## src/rtl/eb_pkg.sv

```systemverilog
package eb_pkg;
  localparam int TS_W   = 24;
  localparam int ADDR_W = 16;
  localparam int HIT_W  = 64;
  localparam int PKT_W  = TS_W + ADDR_W + HIT_W;
  localparam int HCNT_W = 16;

  typedef struct packed {
    logic [TS_W-1:0]   ts;
    logic [ADDR_W-1:0] addr;
    logic [HIT_W-1:0]  hits;
  } eb_pkt_t;
endpackage

```

## src/rtl/eb_timeout.sv

```systemverilog
module eb_timeout #(
  parameter int TO_W = 16
) (
  input  logic            clk,
  input  logic            rst,
  input  logic            armed,
  input  logic            activity,
  input  logic [TO_W-1:0] limit,
  output logic            expire
);
  logic [TO_W-1:0] idle_q;
  logic [TO_W:0]   idle_nxt;

  always_comb begin
    idle_nxt = {1'b0, idle_q} + 1'b1;
    expire   = armed && !activity && (idle_nxt >= {1'b0, limit});
  end

  always_ff @(posedge clk) begin
    if (rst || !armed || activity || expire) idle_q <= '0;
    else                                     idle_q <= idle_nxt[TO_W-1:0];
  end

  AST_IDLE_BELOW_LIMIT: assert property (@(posedge clk) disable iff (rst)
    armed |-> ((idle_q < limit) || (idle_q == '0)));
endmodule

```

## src/rtl/eb_store.sv

```systemverilog
module eb_store #(
  parameter int WIDTH = 104,
  parameter int WORDS = 16,
  localparam int AW   = (WORDS > 1) ? $clog2(WORDS) : 1
) (
  input  logic             clk,
  input  logic             we,
  input  logic [AW-1:0]    waddr,
  input  logic [WIDTH-1:0] wdata,
  input  logic             re,
  input  logic [AW-1:0]    raddr,
  output logic [WIDTH-1:0] rdata
);
  logic [WIDTH-1:0] mem [WORDS];

  always_ff @(posedge clk) begin
    if (we) mem[waddr] <= wdata;
    if (re) rdata <= mem[raddr];
  end
endmodule

```

## src/rtl/eb_counters.sv

```systemverilog
module eb_counters #(
  parameter int CNT_W = 16
) (
  input  logic             clk,
  input  logic             rst,
  input  logic             inc_rx,
  input  logic             inc_evt,
  input  logic             inc_drop,
  output logic [CNT_W-1:0] cnt_rx,
  output logic [CNT_W-1:0] cnt_evt,
  output logic [CNT_W-1:0] cnt_drop,
  output logic             ovf
);
  always_ff @(posedge clk) begin
    if (rst) begin
      cnt_rx   <= '0;
      cnt_evt  <= '0;
      cnt_drop <= '0;
      ovf      <= 1'b0;
    end else begin
      if (inc_rx)   cnt_rx   <= cnt_rx + 1'b1;
      if (inc_evt)  cnt_evt  <= cnt_evt + 1'b1;
      if (inc_drop) begin
        cnt_drop <= cnt_drop + 1'b1;
        ovf      <= 1'b1;
      end
    end
  end

  AST_OVF_STICKY: assert property (@(posedge clk) disable iff (rst)
    ovf |=> ovf);
  AST_DROP_RAISES_OVF: assert property (@(posedge clk) disable iff (rst)
    inc_drop |=> ovf);
endmodule

```

## src/rtl/eb_ctrl.sv

```systemverilog
module eb_ctrl import eb_pkg::*; #(
  parameter int NUM_BUF = 2,
  parameter int DEPTH   = 8,
  localparam int BUF_W  = (NUM_BUF > 1) ? $clog2(NUM_BUF) : 1,
  localparam int IDX_W  = $clog2(DEPTH + 1)
) (
  input  logic                              clk,
  input  logic                              rst,
  input  logic                              pkt_valid,
  input  logic [TS_W-1:0]                   pkt_ts,
  input  logic                              expire,
  input  logic                              ack,
  input  logic [BUF_W-1:0]                  ack_buf,
  output logic                              open_o,
  output logic                              wr_en,
  output logic [BUF_W-1:0]                  wr_buf,
  output logic [IDX_W-1:0]                  wr_idx,
  output logic                              close_o,
  output logic                              drop_o,
  output logic [NUM_BUF-1:0]                rdy_o,
  output logic [NUM_BUF-1:0][TS_W-1:0]      hdr_ts,
  output logic [NUM_BUF-1:0][IDX_W-1:0]     hdr_cnt
);
  logic                 open_q;
  logic [BUF_W-1:0]     cur_buf_q;
  logic [TS_W-1:0]      cur_ts_q;
  logic [IDX_W-1:0]     cur_cnt_q;
  logic [NUM_BUF-1:0]   busy_q;
  logic [NUM_BUF-1:0]   rdy_q;

  logic             have_free;
  logic [BUF_W-1:0] pick;
  logic             same_ts;
  logic             has_room;
  logic             open_new;
  logic             accept;

  // lowest-numbered free buffer wins
  always_comb begin
    have_free = 1'b0;
    pick      = '0;
    for (int i = NUM_BUF - 1; i >= 0; i--) begin
      if (!busy_q[i]) begin
        have_free = 1'b1;
        pick      = BUF_W'(i);
      end
    end
  end

  always_comb begin
    same_ts  = open_q && (pkt_ts == cur_ts_q);
    has_room = cur_cnt_q < IDX_W'(DEPTH);
    close_o  = open_q && (pkt_valid ? !same_ts : expire);
    open_new = pkt_valid && !same_ts && have_free;
    accept   = same_ts ? (pkt_valid && has_room) : open_new;
    drop_o   = pkt_valid && !accept;
    wr_en    = accept;
    wr_buf   = same_ts ? cur_buf_q : pick;
    wr_idx   = same_ts ? cur_cnt_q : '0;
  end

  always_ff @(posedge clk) begin
    if (rst) begin
      open_q    <= 1'b0;
      cur_buf_q <= '0;
      cur_ts_q  <= '0;
      cur_cnt_q <= '0;
      busy_q    <= '0;
      rdy_q     <= '0;
      hdr_ts    <= '0;
      hdr_cnt   <= '0;
    end else begin
      if (close_o) begin
        rdy_q[cur_buf_q]   <= 1'b1;
        hdr_ts[cur_buf_q]  <= cur_ts_q;
        hdr_cnt[cur_buf_q] <= cur_cnt_q;
        open_q             <= 1'b0;
      end
      if (open_new) begin
        open_q       <= 1'b1;
        cur_buf_q    <= pick;
        cur_ts_q     <= pkt_ts;
        cur_cnt_q    <= IDX_W'(1);
        busy_q[pick] <= 1'b1;
      end else if (accept) begin
        cur_cnt_q <= cur_cnt_q + 1'b1;
      end
      if (ack && rdy_q[ack_buf]) begin
        rdy_q[ack_buf]  <= 1'b0;
        busy_q[ack_buf] <= 1'b0;
      end
    end
  end

  assign open_o = open_q;
  assign rdy_o  = rdy_q;

  AST_READY_IS_BUSY: assert property (@(posedge clk) disable iff (rst)
    (rdy_q & ~busy_q) == '0);
  AST_OPEN_BUF_FILLING: assert property (@(posedge clk) disable iff (rst)
    open_q |-> (busy_q[cur_buf_q] && !rdy_q[cur_buf_q]));
  AST_COUNT_LIMIT: assert property (@(posedge clk) disable iff (rst)
    cur_cnt_q <= IDX_W'(DEPTH));
  AST_ACK_RELEASES: assert property (@(posedge clk) disable iff (rst)
    (ack && rdy_q[ack_buf]) |=> !rdy_q[$past(ack_buf)]);
endmodule

```

## src/rtl/eb_event_builder.sv

```systemverilog
module eb_event_builder import eb_pkg::*; #(
  parameter int NUM_BUF  = 2,
  parameter int DEPTH    = 8,
  parameter int TO_W     = 16,
  parameter int CNT_W    = 16,
  localparam int BUF_W   = (NUM_BUF > 1) ? $clog2(NUM_BUF) : 1,
  localparam int IDX_W   = $clog2(DEPTH + 1),
  localparam int MEM_WDS = NUM_BUF * DEPTH,
  localparam int MA_W    = (MEM_WDS > 1) ? $clog2(MEM_WDS) : 1
) (
  input  logic               clk,
  input  logic               rst,
  input  logic               pkt_valid,
  input  logic [TS_W-1:0]    pkt_ts,
  input  logic [ADDR_W-1:0]  pkt_addr,
  input  logic [HIT_W-1:0]   pkt_hits,
  input  logic [TO_W-1:0]    cfg_timeout,
  input  logic               host_ack,
  input  logic [BUF_W-1:0]   host_ack_buf,
  input  logic               host_rd_en,
  input  logic [BUF_W-1:0]   host_rd_buf,
  input  logic [IDX_W-1:0]   host_rd_word,
  output logic               host_rd_valid,
  output logic [PKT_W-1:0]   host_rd_data,
  output logic [NUM_BUF-1:0] buf_ready,
  output logic [CNT_W-1:0]   cnt_rx,
  output logic [CNT_W-1:0]   cnt_events,
  output logic [CNT_W-1:0]   cnt_drop,
  output logic               ovf_sticky
);
  logic                           open_w;
  logic                           expire_w;
  logic                           wr_en_w;
  logic [BUF_W-1:0]               wr_buf_w;
  logic [IDX_W-1:0]               wr_idx_w;
  logic                           close_w;
  logic                           drop_w;
  logic [NUM_BUF-1:0][TS_W-1:0]   hdr_ts_w;
  logic [NUM_BUF-1:0][IDX_W-1:0]  hdr_cnt_w;
  logic [MA_W-1:0]                waddr;
  logic [MA_W-1:0]                raddr;
  logic                           mem_re;
  logic [PKT_W-1:0]               mem_q;
  logic [PKT_W-1:0]               hdr_q;
  logic                           hdr_sel_q;
  eb_pkt_t                        wpkt;

  always_comb begin
    wpkt.ts   = pkt_ts;
    wpkt.addr = pkt_addr;
    wpkt.hits = pkt_hits;
    waddr  = MA_W'(32'(wr_buf_w) * DEPTH + 32'(wr_idx_w));
    raddr  = MA_W'(32'(host_rd_buf) * DEPTH + 32'(host_rd_word) - 1);
    mem_re = host_rd_en && (host_rd_word != '0);
  end

  eb_timeout #(.TO_W(TO_W)) u_timeout (
    .clk(clk), .rst(rst), .armed(open_w), .activity(pkt_valid),
    .limit(cfg_timeout), .expire(expire_w)
  );

  eb_ctrl #(.NUM_BUF(NUM_BUF), .DEPTH(DEPTH)) u_ctrl (
    .clk(clk), .rst(rst), .pkt_valid(pkt_valid), .pkt_ts(pkt_ts),
    .expire(expire_w), .ack(host_ack), .ack_buf(host_ack_buf),
    .open_o(open_w), .wr_en(wr_en_w), .wr_buf(wr_buf_w), .wr_idx(wr_idx_w),
    .close_o(close_w), .drop_o(drop_w), .rdy_o(buf_ready),
    .hdr_ts(hdr_ts_w), .hdr_cnt(hdr_cnt_w)
  );

  eb_store #(.WIDTH(PKT_W), .WORDS(MEM_WDS)) u_store (
    .clk(clk), .we(wr_en_w), .waddr(waddr), .wdata(wpkt),
    .re(mem_re), .raddr(raddr), .rdata(mem_q)
  );

  eb_counters #(.CNT_W(CNT_W)) u_counters (
    .clk(clk), .rst(rst), .inc_rx(pkt_valid), .inc_evt(close_w),
    .inc_drop(drop_w), .cnt_rx(cnt_rx), .cnt_evt(cnt_events),
    .cnt_drop(cnt_drop), .ovf(ovf_sticky)
  );

  // header word is assembled from the registered per-buffer descriptors
  always_ff @(posedge clk) begin
    if (rst) begin
      host_rd_valid <= 1'b0;
      hdr_sel_q     <= 1'b0;
      hdr_q         <= '0;
    end else begin
      host_rd_valid <= host_rd_en;
      if (host_rd_en) begin
        hdr_sel_q <= (host_rd_word == '0);
        hdr_q     <= {hdr_ts_w[host_rd_buf], {(PKT_W-TS_W-HCNT_W){1'b0}},
                      HCNT_W'(hdr_cnt_w[host_rd_buf])};
      end
    end
  end

  assign host_rd_data = hdr_sel_q ? hdr_q : mem_q;

  AST_CLOSE_MARKS_READY: assert property (@(posedge clk) disable iff (rst)
    close_w |=> (buf_ready != '0));
endmodule

```

## config.mk

```make
export PLATFORM = sky130hd
export DESIGN_NAME = eb_event_builder
export DESIGN_NICKNAME = d
export VERILOG_FILES = /design/src/rtl/eb_pkg.sv /design/src/rtl/eb_timeout.sv /design/src/rtl/eb_store.sv /design/src/rtl/eb_counters.sv /design/src/rtl/eb_ctrl.sv /design/src/rtl/eb_event_builder.sv
export SDC_FILE = /design/constraint.sdc
export NUM_CORES = 2
export LEC_CHECK = 0
export BUFFER_PORTS_ARGS = -buffer_cell sky130_fd_sc_hd__buf_2
export CAP_MARGIN = 20
export CORE_UTILIZATION = 61
export CTS_CLUSTER_SIZE = 24
export DETAILED_ROUTE_END_ITERATION = 7
export GPL_TIMING_DRIVEN = 1
export PLACE_DENSITY_LB_ADDON = 0.05
export SETUP_SLACK_MARGIN = 0.2
export SLEW_MARGIN = 10
export SYNTH_ARGS = -nofsm -noshare
export SYNTH_HDL_FRONTEND = slang
export SYNTH_SLANG_ARGS = --single-unit
```

## constraint.sdc

```tcl
create_clock -name clk -period 19.5 [get_ports clk]
set_clock_uncertainty 0.05 [all_clocks]
set_input_delay 1.95 -clock clk [delete_from_list [all_inputs] [get_ports clk]]
set_output_delay 1.95 -clock clk [all_outputs]
set_load 0.02 [all_outputs]
```

==> results.md <==
| Metric | Value | Unit |
| --- | --- | --- |
| Outcome | completed | - |
| Number of clock buffers inserted by TritonCTS | 189 | - |
| HPWL after DPL | 77.02 | mm |
| H-tree depth reported by CTS | 4 | - |
| Multi-input gate area | 0.01711 | mm^2 |
| Remaining DRCs | 0 | - |
| Number of inserted filler cells in the final layout | 7,336 | - |
| Die Outline Area | 0.1236 | mm^2 |
| Layer with the highest usage | met2 | - |
| Crit share post-route | 0.3228 | - |
| Clk Latency, worst-skew pair | 0.78 | ns |
| Synth Area in XOR/XNOR | 0.007987 | - |
| Critical path peak fanout | 51 | - |
| Gpl congestion | 0.8273 | - |
| Endpoint, Worst Hold | u_ctrl.rdy_o[1] | - |
| Setup slack of the worst register-to-register path | 14.26 | ns |
| Share of power burned in the clock network | 0.395 | - |
| Setup CP Type | input port to register | - |
| Mean instance size in the synthesized netlist | 21.63 | um^2 |
| Routing usage on met1 | 0.3855 | - |
| Final slew viol count | 0 | - |
| Global-route track usage on met2 | 0.4523 | - |
| Data required, critical path | 19.85 | ns |
| Largest family of logic cells by synthesized area | multiplexers | - |
| Distinct cell type count after synthesis | 54 | - |
| Number of synthesis warnings | 0 | - |
| Power per unit of standard cell area | 105.0 | mW/mm^2 |
| Area of the mapped netlist | 0.07457 | mm^2 |
| Leakage power total | 0.02770 | uW |
| Sort of element at the end of the critical path | register | - |
| Number of cells in the design after placement | 5,215 | - |
| Net count after synthesis | 3,602 | - |
| Final nets | 3,951 | - |
| Top post-synthesis cells by area | edfxtp_1 71%, mux4_2 16%, dfxtp_1 5.0% | - |
| Post-CTS Setup Bufs | 0 | - |
| Core outline area | 0.1206 | mm^2 |
| IO buf count | 286 | - |
| Compound-gate portion of the synthesized area | 0.01064 | - |
| Most frequent standard cell in the layout excluding fill and tap cells | edfxtp_1 | - |
| Max Clock Freq | 158.9 | MHz |
| Number of synthesized register bits | 1,953 | - |
| Register-to-Register Path Depth | 9 | - |
| Met3 usage in global routing | 0.05047 | - |
| Post-synthesis instance total | 3,447 | - |
| First-pass GRT wire length | 242.6 | mm |
| Final Instance Area | 0.08397 | mm^2 |
| Final non-filler cell total | 5,564 | - |
| Asr flop ratio synth | 0 | - |
| Share of the synthesized area in the top cell type | 0.7120 | - |
| Final cell utilization of the core | 0.6962 | - |
| Layout cells sized above 1 | 0.2940 | - |
| Share of synthesized cell area in full adder, half adder and majority cells | 0.004128 | - |
| Maximum number of pins on one net before global-route repair | 141 | - |
| Post-detailed-route wirelength per cell | 29.84 | um |
| Share of synthesized area spent on multiplexers | 0.1766 | - |
| Tightest Pin Transition | 1.157 | ns |
| Die Y-Extent | 351.6 | um |
| Type of the tightest min-delay check | register to register | - |
| Final critical path time including I/O delays and setup | 6.295 | ns |
| Global-route usage over all layers | 0.2740 | - |
| Simple-gate portion of the synthesized area | 0.02790 | - |
| Wirelength, routed | 166.0 | mm |
| Leading register cell type out of synthesis | edfxtp_1 | - |
| Post-CTS Hold Buffers | 0 | - |
| Switching pwr | 1884 | uW |
| Worst hold path cell count | 2 | - |
| Boundary Pins | 287 | - |
| Area growth syn-to-layout | 12.61 | % |
| Clock slew seen by the registers of the worst setup and hold paths | 0.06 | ns |
| Die X | 351.6 | um |
| RR Startpoint | u_ctrl.cur_ts_q[21] | - |
| End of the worst register-to-register path | u_store.mem[10][81] | - |
| Initial antenna violation count | 28 | - |
| Number of global-route vias before repair | 36,860 | - |
| Remaining global-route overflow | 0 | - |
| Clock net sink count | 1,953 | - |
| TNS Setup | 0 | ns |
| RSZ-0062 raised after global routing | false | - |
| Library cell occupying the most area in the post-synthesis netlist | edfxtp_1 | - |
| Hold violation total from the final report | 0 | - |
| Antenna Violating Nets Remaining | 0 | - |
| Tightest hold margin | 0.4191 | ns |
| Number of flops mapped to enable cells by yosys | 1,768 | - |
| Max IR drop VDD | 0.08705 | mV |
| Mean number of vias per cell | 6.441 | - |
| TritonCTS clock tree | done | - |
| Startpoint class of the critical path | input port | - |
| Number of max-capacitance violations reported | 0 | - |
| Post-synthesis sequential area ratio | 0.7617 | - |
| Register share of total power | 0.532 | - |
| DRT Pass-1 Iters | 5 | - |
| CTS-repair resized insts | 0 | - |
| Worst relative slew slack | 0.2285 | - |
| Detailed router's first-iteration violation count | 3,688 | - |
| Commonest non-fill, non-tap cells in the layout | 1,768 x edfxtp_1, 520 x mux4_2, 284 x buf_2 | - |
| Starting density of the core | 0.6183 | - |
| Sw frac | 0.2137 | - |
| Internal | 6930 | uW |
| CP Data Arrival Time | 6.64 | ns |
| Instance area after placement | 0.07804 | mm^2 |
| Worst-case clock buffer depth | 3 | - |
| Via total after detailed routing | 35,840 | - |
| Standard-cell row count | 127 | - |
| Sequential cell area | 0.05680 | mm^2 |
| Final setup violation count | 0 | - |
| Worst min-delay path startpoint | u_ctrl.rdy_o[1] | - |
| Share of total power in combinational logic | 0.074 | - |
| Root buffer selected by CTS | clkbuf_16 | - |
## cells in the mapped netlist, types with 2 or more instances
| master | n |
|---|---|
| a21oi_1 | 39 |
| a31o_2 | 2 |
| nor2_1 | 176 |
| a211oi_1 | 33 |
| xor2_1 | 31 |
| nor2b_1 | 95 |
| nand4b_1 | 2 |
| nor3_1 | 7 |
| a211o_1 | 2 |
| and3_1 | 16 |
| or3_1 | 9 |
| nand3_1 | 23 |
| mux2i_1 | 112 |
| inv_1 | 36 |
| o211ai_1 | 3 |
| buf_6 | 2 |
| mux4_2 | 520 |
| ha_1 | 23 |
| a31oi_1 | 2 |
| edfxtp_1 | 1768 |
| a21boi_0 | 3 |
| a2111oi_2 | 3 |
| or4_1 | 9 |
| nand2b_1 | 3 |
| buf_1 | 26 |
| dfxtp_1 | 185 |
| mux2_2 | 30 |
| nor4_1 | 3 |
| clkbuf_1 | 131 |
| nand2_1 | 40 |
| o21ai_0 | 11 |
| a21o_1 | 4 |
| buf_2 | 11 |
| buf_4 | 3 |
| o31ai_1 | 8 |
| xnor2_1 | 37 |
| nand4_1 | 19 |
| and2_1 | 4 |
## how the worst max path moves through the flow
| stage | start | to | slack, ns | depth (start not counted) |
|---|---|---|---|---|
| after floorplan | pkt_ts[15] | u_store.mem[4][0] | 5.12 | 7 |
| after global placement | pkt_ts[21] | u_store.mem[10][85] | 12.60 | 10 |
| after detailed placement | pkt_ts[21] | u_store.mem[10][85] | 12.59 | 10 |
| after CTS | pkt_ts[21] | u_store.mem[10][83] | 13.41 | 10 |
| after global routing | pkt_ts[21] | u_store.mem[10][82] | 13.13 | 10 |
| final | pkt_ts[21] | u_store.mem[10][81] | 13.21 | 10 |
## registers in the layout, indices dropped and copies added, names as in the netlist, 2 cells and up
name,count
hdr_q,28
u_counters.cnt_drop,16
u_counters.cnt_evt,16
u_counters.cnt_rx,16
u_ctrl.busy_q,2
u_ctrl.cur_cnt_q,4
u_ctrl.cur_ts_q,24
u_ctrl.hdr_cnt,8
u_ctrl.hdr_ts,48
u_ctrl.rdy_o,2
u_store.mem,1664
u_store.rdata,104
u_timeout.idle_q,16
## routing by layer
metal  vias to the layer above  share of wire
li1                      14930              -
met1                     19270           0.41
met2                      1333           0.50
met3                       285          0.067
met4                        20          0.020
met5                         -        0.00083
## power groups by stage
stage               clock [uW]  combinational, uW  sequential (uW)
floorplan                    0                432             4760
global placement             0                642             4770
detailed placement           0                657             4770
CTS                       3530                659             4690
global route              3680                694             4690
finish                    3480                651             4680
## cell families (layout without fill, tap and decap cells)
family / Yosys count / in the layout
flip-flops: 1953 / 1953
multiplexers: 662 / 662
AND/OR/NAND/NOR: 414 / 414
buffers and inverters: 209 / 701
AO/OA/AOI/OAI: 117 / 117
XOR/XNOR: 68 / 68
adder cells (fa/ha/maj): 24 / 24
other: 0 / 13
## stage by stage
step	worst slack [ns]	total power, uW
4_1_cts	13.41	8876
5_1_grt	13.13	9063
3_5_place_dp	12.59	5430
6_report	13.21	8814
3_3_place_gp	12.60	5413
2_1_floorplan	5.122	5196
## critical path, stage by stage
cell and delay (ns):
buf_2 0.20, xnor2_1 0.42, nand4_1 0.17, nor4_2 0.50
nand2_1 0.32, nor3_1 0.38, nand3_1 0.37, nor2_4 0.39
buf_4 0.81, buf_4 0.94
## final cells by class
| cell class | instances | share of cell area |
|---|---|---|
| diodes | 13 | 0.0003874 |
| clock inverters | 88 | 0.008777 |
| repair buffers | 331 | 0.02405 |
| inverters | 36 | 0.001609 |
| well taps | 1612 | 0.02402 |
| flip-flops and latches | 1953 | 0.6764 |
| clock buffers | 246 | 0.06099 |
| multi-input cells | 1285 | 0.2037 |
Note: power is estimated with default switching activity, not from simulation.
